$ cat config.mk
export PLATFORM = sky130hd
export DESIGN_NAME = pd_clock_sequencer
export DESIGN_NICKNAME = d
export VERILOG_FILES = /design/src/rtl/pd_seq_pkg.sv /design/src/rtl/pd_req_sync.sv /design/src/rtl/pd_group_park.sv /design/src/rtl/pd_seq_fsm.sv /design/src/rtl/pd_clock_sequencer.sv
export SDC_FILE = /design/constraint.sdc
export NUM_CORES = 1
export LEC_CHECK = 0
export BUFFER_PORTS_ARGS = -buffer_cell sky130_fd_sc_hd__buf_2
export CORE_UTILIZATION = 60
export CTS_BUF_LIST = sky130_fd_sc_hd__clkbuf_2 sky130_fd_sc_hd__clkbuf_4 sky130_fd_sc_hd__clkbuf_8
export CTS_CLUSTER_DIAMETER = 40
export DETAILED_ROUTE_END_ITERATION = 7
export GPL_TIMING_DRIVEN = 0
export HOLD_SLACK_MARGIN = 0.08
export PLACE_DENSITY = 0.83
export SETUP_SLACK_MARGIN = 0.2
export SLEW_MARGIN = 20
export SYNTH_ARGS = -nofsm -noshare
export SYNTH_HDL_FRONTEND = slang
export SYNTH_HIERARCHICAL = 1
export SYNTH_SLANG_ARGS = --single-unit
$ cat constraint.sdc
create_clock -name clk -period 2.3 [get_ports clk]
set_input_delay 0.115 -clock clk [delete_from_list [all_inputs] [get_ports clk]]
set_output_delay 0.115 -clock clk [all_outputs]
set_load 0.1 [all_outputs]
$ cat src/rtl/pd_seq_pkg.sv
package pd_seq_pkg;

    localparam int NUM_GROUPS = 6;
    localparam int GRP_REF    = 4;
    localparam int GRP_USB    = 5;

    typedef enum logic [2:0] {
        SEQ_RUN     = 3'd0,
        SEQ_SYNC    = 3'd1,
        SEQ_PARK    = 3'd2,
        SEQ_OSC_OFF = 3'd3,
        SEQ_OSC_ON  = 3'd4,
        SEQ_WAIT    = 3'd5
    } seq_state_t;

    typedef struct packed {
        logic xtal_en;
        logic vco_en;
        logic park_req;
    } seq_ctrl_t;

    // Decode the control word that each sequencer state drives.
    function automatic seq_ctrl_t ctrl_of(seq_state_t s);
        seq_ctrl_t c;
        c.park_req = (s == SEQ_PARK) || (s == SEQ_OSC_OFF) ||
                     (s == SEQ_OSC_ON) || (s == SEQ_WAIT);
        c.vco_en   = !((s == SEQ_OSC_OFF) || (s == SEQ_OSC_ON));
        c.xtal_en  = (s != SEQ_OSC_OFF);
        return c;
    endfunction

    // Number of cycles each group needs to park low.
    function automatic int park_cycles(int g, int ref_cyc, int usb_cyc);
        if (g == GRP_REF) return ref_cyc;
        if (g == GRP_USB) return usb_cyc;
        return 1;
    endfunction

endpackage

$ cat src/rtl/pd_req_sync.sv
module pd_req_sync #(
    parameter int STAGES = 2
) (
    input  logic clk,
    input  logic rst,
    input  logic async_n,
    output logic sync_n
);
    logic [STAGES-1:0] chain;

    always_ff @(posedge clk) begin
        if (rst) chain <= '1;
        else     chain <= {chain[STAGES-2:0], async_n};
    end

    assign sync_n = chain[STAGES-1];
endmodule

$ cat src/rtl/pd_group_park.sv
module pd_group_park #(
    parameter int LAT = 1
) (
    input  logic clk,
    input  logic rst,
    input  logic park_req,
    output logic parked
);
    localparam int CW = (LAT < 2) ? 1 : $clog2(LAT + 1);
    localparam logic [CW-1:0] LAST = CW'(LAT - 1);

    logic [CW-1:0] cnt;

    always_ff @(posedge clk) begin
        if (rst || !park_req) begin
            cnt    <= '0;
            parked <= 1'b0;
        end else if (!parked) begin
            if (cnt == LAST) parked <= 1'b1;
            else             cnt    <= cnt + 1'b1;
        end
    end
endmodule

$ cat src/rtl/pd_seq_fsm.sv
module pd_seq_fsm
    import pd_seq_pkg::*;
#(
    parameter int STAB_CYCLES = 64
) (
    input  logic      clk,
    input  logic      rst,
    input  logic      req_low,
    input  logic      pd_allowed,
    input  logic      all_parked,
    output seq_ctrl_t ctrl
);
    localparam int WCW = (STAB_CYCLES < 2) ? 1 : $clog2(STAB_CYCLES);
    localparam logic [WCW-1:0] WLAST = WCW'(STAB_CYCLES - 1);

    seq_state_t st, nxt;
    logic [WCW-1:0] wcnt;

    always_comb begin
        nxt = st;
        case (st)
            SEQ_RUN:     if (pd_allowed && req_low) nxt = SEQ_SYNC;
            SEQ_SYNC:    nxt = req_low ? SEQ_PARK : SEQ_RUN;
            SEQ_PARK:    if (all_parked) nxt = SEQ_OSC_OFF;
            SEQ_OSC_OFF: if (!req_low) nxt = SEQ_OSC_ON;
            SEQ_OSC_ON:  nxt = SEQ_WAIT;
            SEQ_WAIT:    if (wcnt == WLAST) nxt = SEQ_RUN;
            default:     nxt = SEQ_RUN;
        endcase
    end

    always_ff @(posedge clk) begin
        if (rst) begin
            st   <= SEQ_RUN;
            wcnt <= '0;
        end else begin
            st   <= nxt;
            wcnt <= (st == SEQ_WAIT) ? wcnt + 1'b1 : '0;
        end
    end

    assign ctrl = ctrl_of(st);
endmodule

$ cat src/rtl/pd_clock_sequencer.sv
module pd_clock_sequencer
    import pd_seq_pkg::*;
#(
    parameter int SYNC_STAGES  = 2,
    parameter int STAB_CYCLES  = 64,
    parameter int REF_PARK_CYC = 3,
    parameter int USB_PARK_CYC = 2
) (
    input  logic                  clk,
    input  logic                  rst,
    input  logic                  pd_req_n,
    input  logic                  mode_strap,
    output logic [NUM_GROUPS-1:0] hold_low,
    output logic                  xtal_en,
    output logic                  vco_en,
    output logic                  park_done
);
    logic      strap_q;
    logic      pd_allowed;
    logic      req_sync_n;
    seq_ctrl_t ctrl;

    // Strap is captured only while reset is held.
    always_ff @(posedge clk) begin
        if (rst) strap_q <= mode_strap;
    end
    assign pd_allowed = ~strap_q;

    pd_req_sync #(.STAGES(SYNC_STAGES)) u_sync (
        .clk     (clk),
        .rst     (rst),
        .async_n (pd_req_n),
        .sync_n  (req_sync_n)
    );

    for (genvar g = 0; g < NUM_GROUPS; g++) begin : g_grp
        pd_group_park #(
            .LAT (park_cycles(g, REF_PARK_CYC, USB_PARK_CYC))
        ) u_park (
            .clk      (clk),
            .rst      (rst),
            .park_req (ctrl.park_req),
            .parked   (hold_low[g])
        );
    end

    assign park_done = &hold_low;

    pd_seq_fsm #(.STAB_CYCLES(STAB_CYCLES)) u_fsm (
        .clk        (clk),
        .rst        (rst),
        .req_low    (~req_sync_n),
        .pd_allowed (pd_allowed),
        .all_parked (park_done),
        .ctrl       (ctrl)
    );

    assign xtal_en = ctrl.xtal_en;
    assign vco_en  = ctrl.vco_en;
endmodule

---- After elaboration in Yosys (flattened, before gate mapping) ----
Cells that the tools add are included.
word-level totals
  register bits after elaboration ......... 26
  latch bits .............................. 0
  bits in writable memories ............... 0
  ROM bits ................................ 0
  logic and storage cells ................. 79
  memories kept ........................... 0
operators by class
  add/subtract/negate cells ............... 7
  $mul .................................... 0
  div/mod/pow operators ................... 0
  order comparisons ....................... 0
  eq/ne operators ......................... 13
  shift-type cells ........................ 0
  muxes and demuxes ....................... 22
  bitwise operators ....................... 7
  reductions and logical operators ........ 14
operators by type and width
  operator                                                                count
  3-bit one-hot mux with 6 select lines                                   1
  1-bit 2-to-1 mux                                                        16
  3-bit 2-to-1 mux                                                        4
  1-bit NOT                                                               7
  6-bit by 1-bit adder with 6-bit output (second input constant)          1
  3-bit by 2-bit equality test with 1-bit output (second input constant)  2
  3-bit equality test (second input constant)                             2
  6-bit equality test (second input constant)                             1
  6-bit AND reduction                                                     1
  1-bit logical OR                                                        5
  1-bit adder (second input constant)                                     4
  2-bit by 1-bit adder with 2-bit output (second input constant)          2
  2-bit by 1-bit != test with 1-bit output (second input constant)        2
  2-bit != test (second input constant)                                   2
  2-bit AND reduction                                                     2
  4-bit AND reduction                                                     1
  3-bit by 1-bit equality test with 1-bit output (second input constant)  1
  3-bit logical NOT                                                       1
  3-bit by 2-bit != test with 1-bit output (second input constant)        1
  2-bit by 1-bit equality test with 1-bit output (second input constant)  1
  2-bit equality test (second input constant)                             1
  1-bit logical NOT                                                       2
  2-bit 2-to-1 mux                                                        1
  2-bit OR reduction                                                      1
  1-bit logical AND                                                       1

---- Longest topological paths before layout ----
  depth after elaboration ................. 6
  gate-level depth with buffers ........... 5
  depth with buffers taken out ............ 5

---- Modules after synthesis ----
The synthesis kept the hierarchy.
by module, submodules not included
  module                                times used  cells an instance  area an instance (um2)
  pd_seq_fsm                            1           44                 422.9
  pd_group_park at g_grp[4].u_park ...  2           14                 122.6
  pd_group_park at g_grp[0].u_park ...  4           2                  33.8
  pd_req_sync                           1           4                  52.6
  pd_clock_sequencer                    1           6                  51.3

---- Least setup slack after synthesis ----
OpenSTA, ideal clock, no wires.
  kind .................................... flip-flop to flip-flop
  start ................................... register g_grp[4].u_park.parked
  end ..................................... register u_fsm.st[0]
  setup time .............................. 112 ps
  arrival time ............................ 3151 ps
  data required time ...................... 2188 ps
  path slack .............................. -963 ps
  cell stages (with the launch flop) ...... 6
  buffers on the path ..................... 0
  period minus slack after synthesis ...... 3263 ps
  path through ............................ dfxtp_1 -> nand4_1 -> nor2_1 -> nor3b_1 -> a221o_1 -> a2111oi_1
between the ends
  longest elaborated chain between the ends .. 3
ends and longest elaborated chain
  what                           line                      text
  from (decl)                    pd_group_park.sv:7        output logic parked
  from (signal assigned)         pd_group_park.sv:17       parked <= 1'b0;
  from (signal assigned)         pd_group_park.sv:19       if (cnt == LAST) parked <= 1'b1;
  6-bit AND reduction            pd_clock_sequencer.sv:47  assign park_done = &hold_low;
  named net park_done            pd_clock_sequencer.sv:16  output logic park_done
  2-bit != test (no line)        --
  4-bit AND reduction (no line)  --
  to (signal assigned)           pd_seq_fsm.sv:37          st <= nxt;
  to (decl)                      pd_seq_fsm.sv:16          seq_state_t st, nxt;
The timed path passes the listed nets, and every way through them passes these cells.
A chain may end at the register's enable or synchronous reset.

---- Worst setup path in the final report ----
  start ................................... register u_fsm.st[0]
  end ..................................... output port vco_en
between the ends
  longest elaborated chain between the ends .. 3
  elaborated cells between the ends (all ways) .. 4
ends and longest elaborated chain
  what                                                                                   line                      text
  3-bit by 2-bit equality test with 1-bit output or 3-bit equality test (tied branches)  pd_seq_pkg.sv:27          c.vco_en = !((s == SEQ_OSC_OFF) || (s == SEQ_OSC_ON));
  1-bit logical OR (*)                                                                   pd_seq_pkg.sv:27
  1-bit logical NOT (*)                                                                  pd_seq_pkg.sv:27
  to (decl)                                                                              pd_clock_sequencer.sv:15  output logic vco_en,
Mark *: on every way between the ends. The rest lies on a longest branch, timed or not.

==> impl_metrics.py <==
metrics = {
    "run_status": {
        "outcome": "finished, final reports clean",
    },
    "cells_and_area": {
        "layout-drive-gt1-share": 0.296,
        "antenna_cells": 0,
        "stdcell_area_um2": 1060,
        "post-route-util": 0.787,
        "areaGrowthSynthToFinish_pct": 17.1,
        "layout_commonest_cell": "dfxtp_1",
        "final_cell_mix": "15 x dfxtp_1, 12 x buf_2, 11 x nor2_1",
        "fin_nets": 116,
    },
    "global_route": {
        "grt_pass1_vias": 535,
        "antenna_found_initial": 0,
        "grt_first_pass_wirelength_mm": 2.24,
        "grt_max_degree": 15,
        "gr-total-overflow": 0,
        "grtUsageTotal": 0.222,
    },
    "routing": {
        "dr_total_vias": 654,
        "drtIter0Drc": 24,
        "drc": 0,
        "wirelength_mm": 1.45,
        "via_per_inst": 5.32,
        "ant_nets": 0,
        "drtPass1Iterations": 4,
        "routedWlPerCell_um": 11.8,
    },
    "floorplan": {
        "fp-row-count": 13,
        "core-area_um2": 1350,
        "io_pins": 13,
        "die_w_um": 40.9,
        "initial_core_util": 0.672,
        "die_area_um2": 1670,
        "die_h_um": 40.9,
    },
    "timing": {
        "timing.fmax_ghz": 0.629,
        "finalCriticalPeriod_ps": 1590,
        "fin_tns_setup_ps": 0,
        "rsz0062_at_grt": "false",
        "slew_violations": 0,
        "hold_viol": 0,
        "fin_skew_ps": 1.80,
        "period_share": 0.691,
        "finalSetupViolCount": 0,
        "relSlewSlack": 0.680,
        "worst_slew_pin_slew_ps": 479,
    },
    "setup_path": {
        "crit_chain": "nor2b_4, a22oi_2, buf_2",
        "setup.worst_path.class": "register to output pin",
        "cp_max_fo": 7,
        "cp_data_arrival_time_ps": 1470,
        "crit_slowest_cell": "buf_2",
        "required_ps": 2180,
        "startpoint_type": "register",
        "slowest_delay_ps": 440,
        "end_kind": "output pin",
    },
    "power": {
        "power.leakage_uw": 0.000397,
        "p_int_uw": 459,
        "vdd_drop_max_v": 0.000363,
        "comb_power_share": 0.044,
        "p_seq_frac": 0.659,
        "sw_frac_of_total": 0.218,
        "p_switching_uw": 128,
        "p_per_area_nw_per_um2": 552,
        "clockPowerShare": 0.296,
    },
    "clocking": {
        "clkTransAtPathRegs_ps": 110,
        "cts_hold_buf": 2,
        "cts_resized": 0,
        "numClockSinks": 22,
        "root_buffer": "clkbuf_4",
        "cts_tree": "done",
        "cts_post_setup_buffers_inserted": 0,
        "cts_htree_levels": 1,
        "numCtsBuffers": 3,
        "clock_latency_ps": 300,
        "clock_path_buffers": 2,
    },
    "logic_synthesis": {
        "netlist-cell-type-count": 29,
        "syn_inst": 90,
        "syn_avg_cell_area_um2": 10.1,
        "ys_seq_area_frac": 0.497,
        "synth_top_area_share": 0.463,
        "ys_ff_latch": 22,
        "synth_area_leaders": "dfxtp_1 46%, nor2b_4 7.6%, nor2_1 5.0%, ha_1 4.1%, or3_1 3.4%",
        "synth_top_area_cell": "dfxtp_1",
        "synth_nets": 97,
        "syn_area_um2": 907,
        "ys.warnings.count": 6,
    },
    "hold_path": {
        "min_path_type": "input port to register",
    },
    "placed_design": {
        "portBuffers": 12,
        "hpwl_um": 988,
        "gp_congestion": 0.800,
        "postPlaceCellArea_um2": 1020,
    },
    "run": {
        "drv_cap": 0,
    },
}
==> flip-flops by register name, indices dropped and copies added (netlist names) <==
signal / cells
g_grp.u_park/cnt: 4
u_fsm/wcnt: 6
u_fsm/st: 3
strap_q: 1
g_grp.u_park/parked: 6
u_sync/chain: 2
==> power groups by stage <==
| stage | combinational [uW] | clock, uW | sequential, uW |
|---|---|---|---|
| after floorplan | 11.3 | 0 | 398 |
| after detailed placement | 23.3 | 0 | 395 |
| after global placement | 22.7 | 0 | 395 |
| after CTS | 26.1 | 182 | 387 |
| after global routing | 27.9 | 195 | 387 |
| final | 26.0 | 174 | 387 |
==> worst max-delay path: cells and delay by family (launching register included) <==
kind / cells / cell delay [ps]
buffers and inverters: 1 / 440
DFF: 1 / 400
and+or+nand+nor: 1 / 170
AOI/OAI and AO/OA: 1 / 160
==> Yosys cell counts (all sizes together) <==
library cell,instances
edfxtp,1
buf,2
xor2,3
a221o,1
a22oi,1
nand4bb,1
a21oi,5
or3b,1
nor2b,5
nor2,12
inv,5
dfxtp,21
nor3b,1
nand2b,2
nand4,1
o32ai,1
nand3,3
or3,5
mux2i,1
or2,2
nor3,1
nand2,4
a2111oi,2
ha,3
o21ai,5
xnor2,1
==> routing by layer <==
layer | routed length (um) | up-vias | global-route usage
li1 | - | 347 | -
met1 | 680 | 284 | 0.272
met2 | 656 | 18 | 0.320
met3 | 82 | 5 | 0.0815
met4 | 29 | 0 | 0.150
met5 | 0 | - | 0
==> stage by stage <==
| step | std cells | power [uW] | setup WS (ps) | hold slack [ps] |
|---|---|---|---|---|
| floorplan | 90 | 409 | 225 | 170 |
| global placement | 117 | 418 | 931 | 292 |
| detailed placement | 117 | 419 | 933 | 295 |
| CTS | 123 | 595 | 705 | 174 |
| global route | 123 | 610 | 656 | 181 |
| finish | 123 | 586 | 711 | 182 |
==> worst paths after layout <==
path	startpoint	end	slack [ps]	depth (start not counted)
min reg2reg	u_sync/chain[0]$_SDFF_PP1_	u_sync/chain[1]$_SDFF_PP1_	420	1
max	u_fsm/st[0]$_SDFFE_PP0P_	vco_en	710	3
max reg2reg	g_grp[4].u_park/parked$_SDFF_PP0_	u_fsm/st[0]$_SDFFE_PP0P_	920	5
min	rst	g_grp[2].u_park/parked$_SDFF_PP0_	180	2
==> area by class of cell <==
| cell class | count | area [um2] |
|---|---|---|
| repair buffers | 14 | 80.1 |
| clock buffers | 3 | 22.5 |
| well taps | 15 | 18.8 |
| flip-flops and latches | 22 | 468 |
| clock inverters | 1 | 3.75 |
| plain buffers | 2 | 18.8 |
| fillers | 83 | 288 |
| inverters | 5 | 18.8 |
| multi-input cells | 61 | 432 |
==> cell families after synthesis <==
| logic type | after synthesis | share of synthesized area |
|---|---|---|
| buffers and inverters | 7 | 0.0414 |
| multiplexers | 1 | 0.0110 |
| AND/OR/NAND/NOR | 38 | 0.266 |
| adder cells (fa/ha/maj) | 3 | 0.0414 |
| flip-flops | 22 | 0.497 |
| AO/OA/AOI/OAI | 15 | 0.105 |
| XOR/XNOR | 4 | 0.0386 |
No activity file was read; power rests on OpenSTA's default activity.
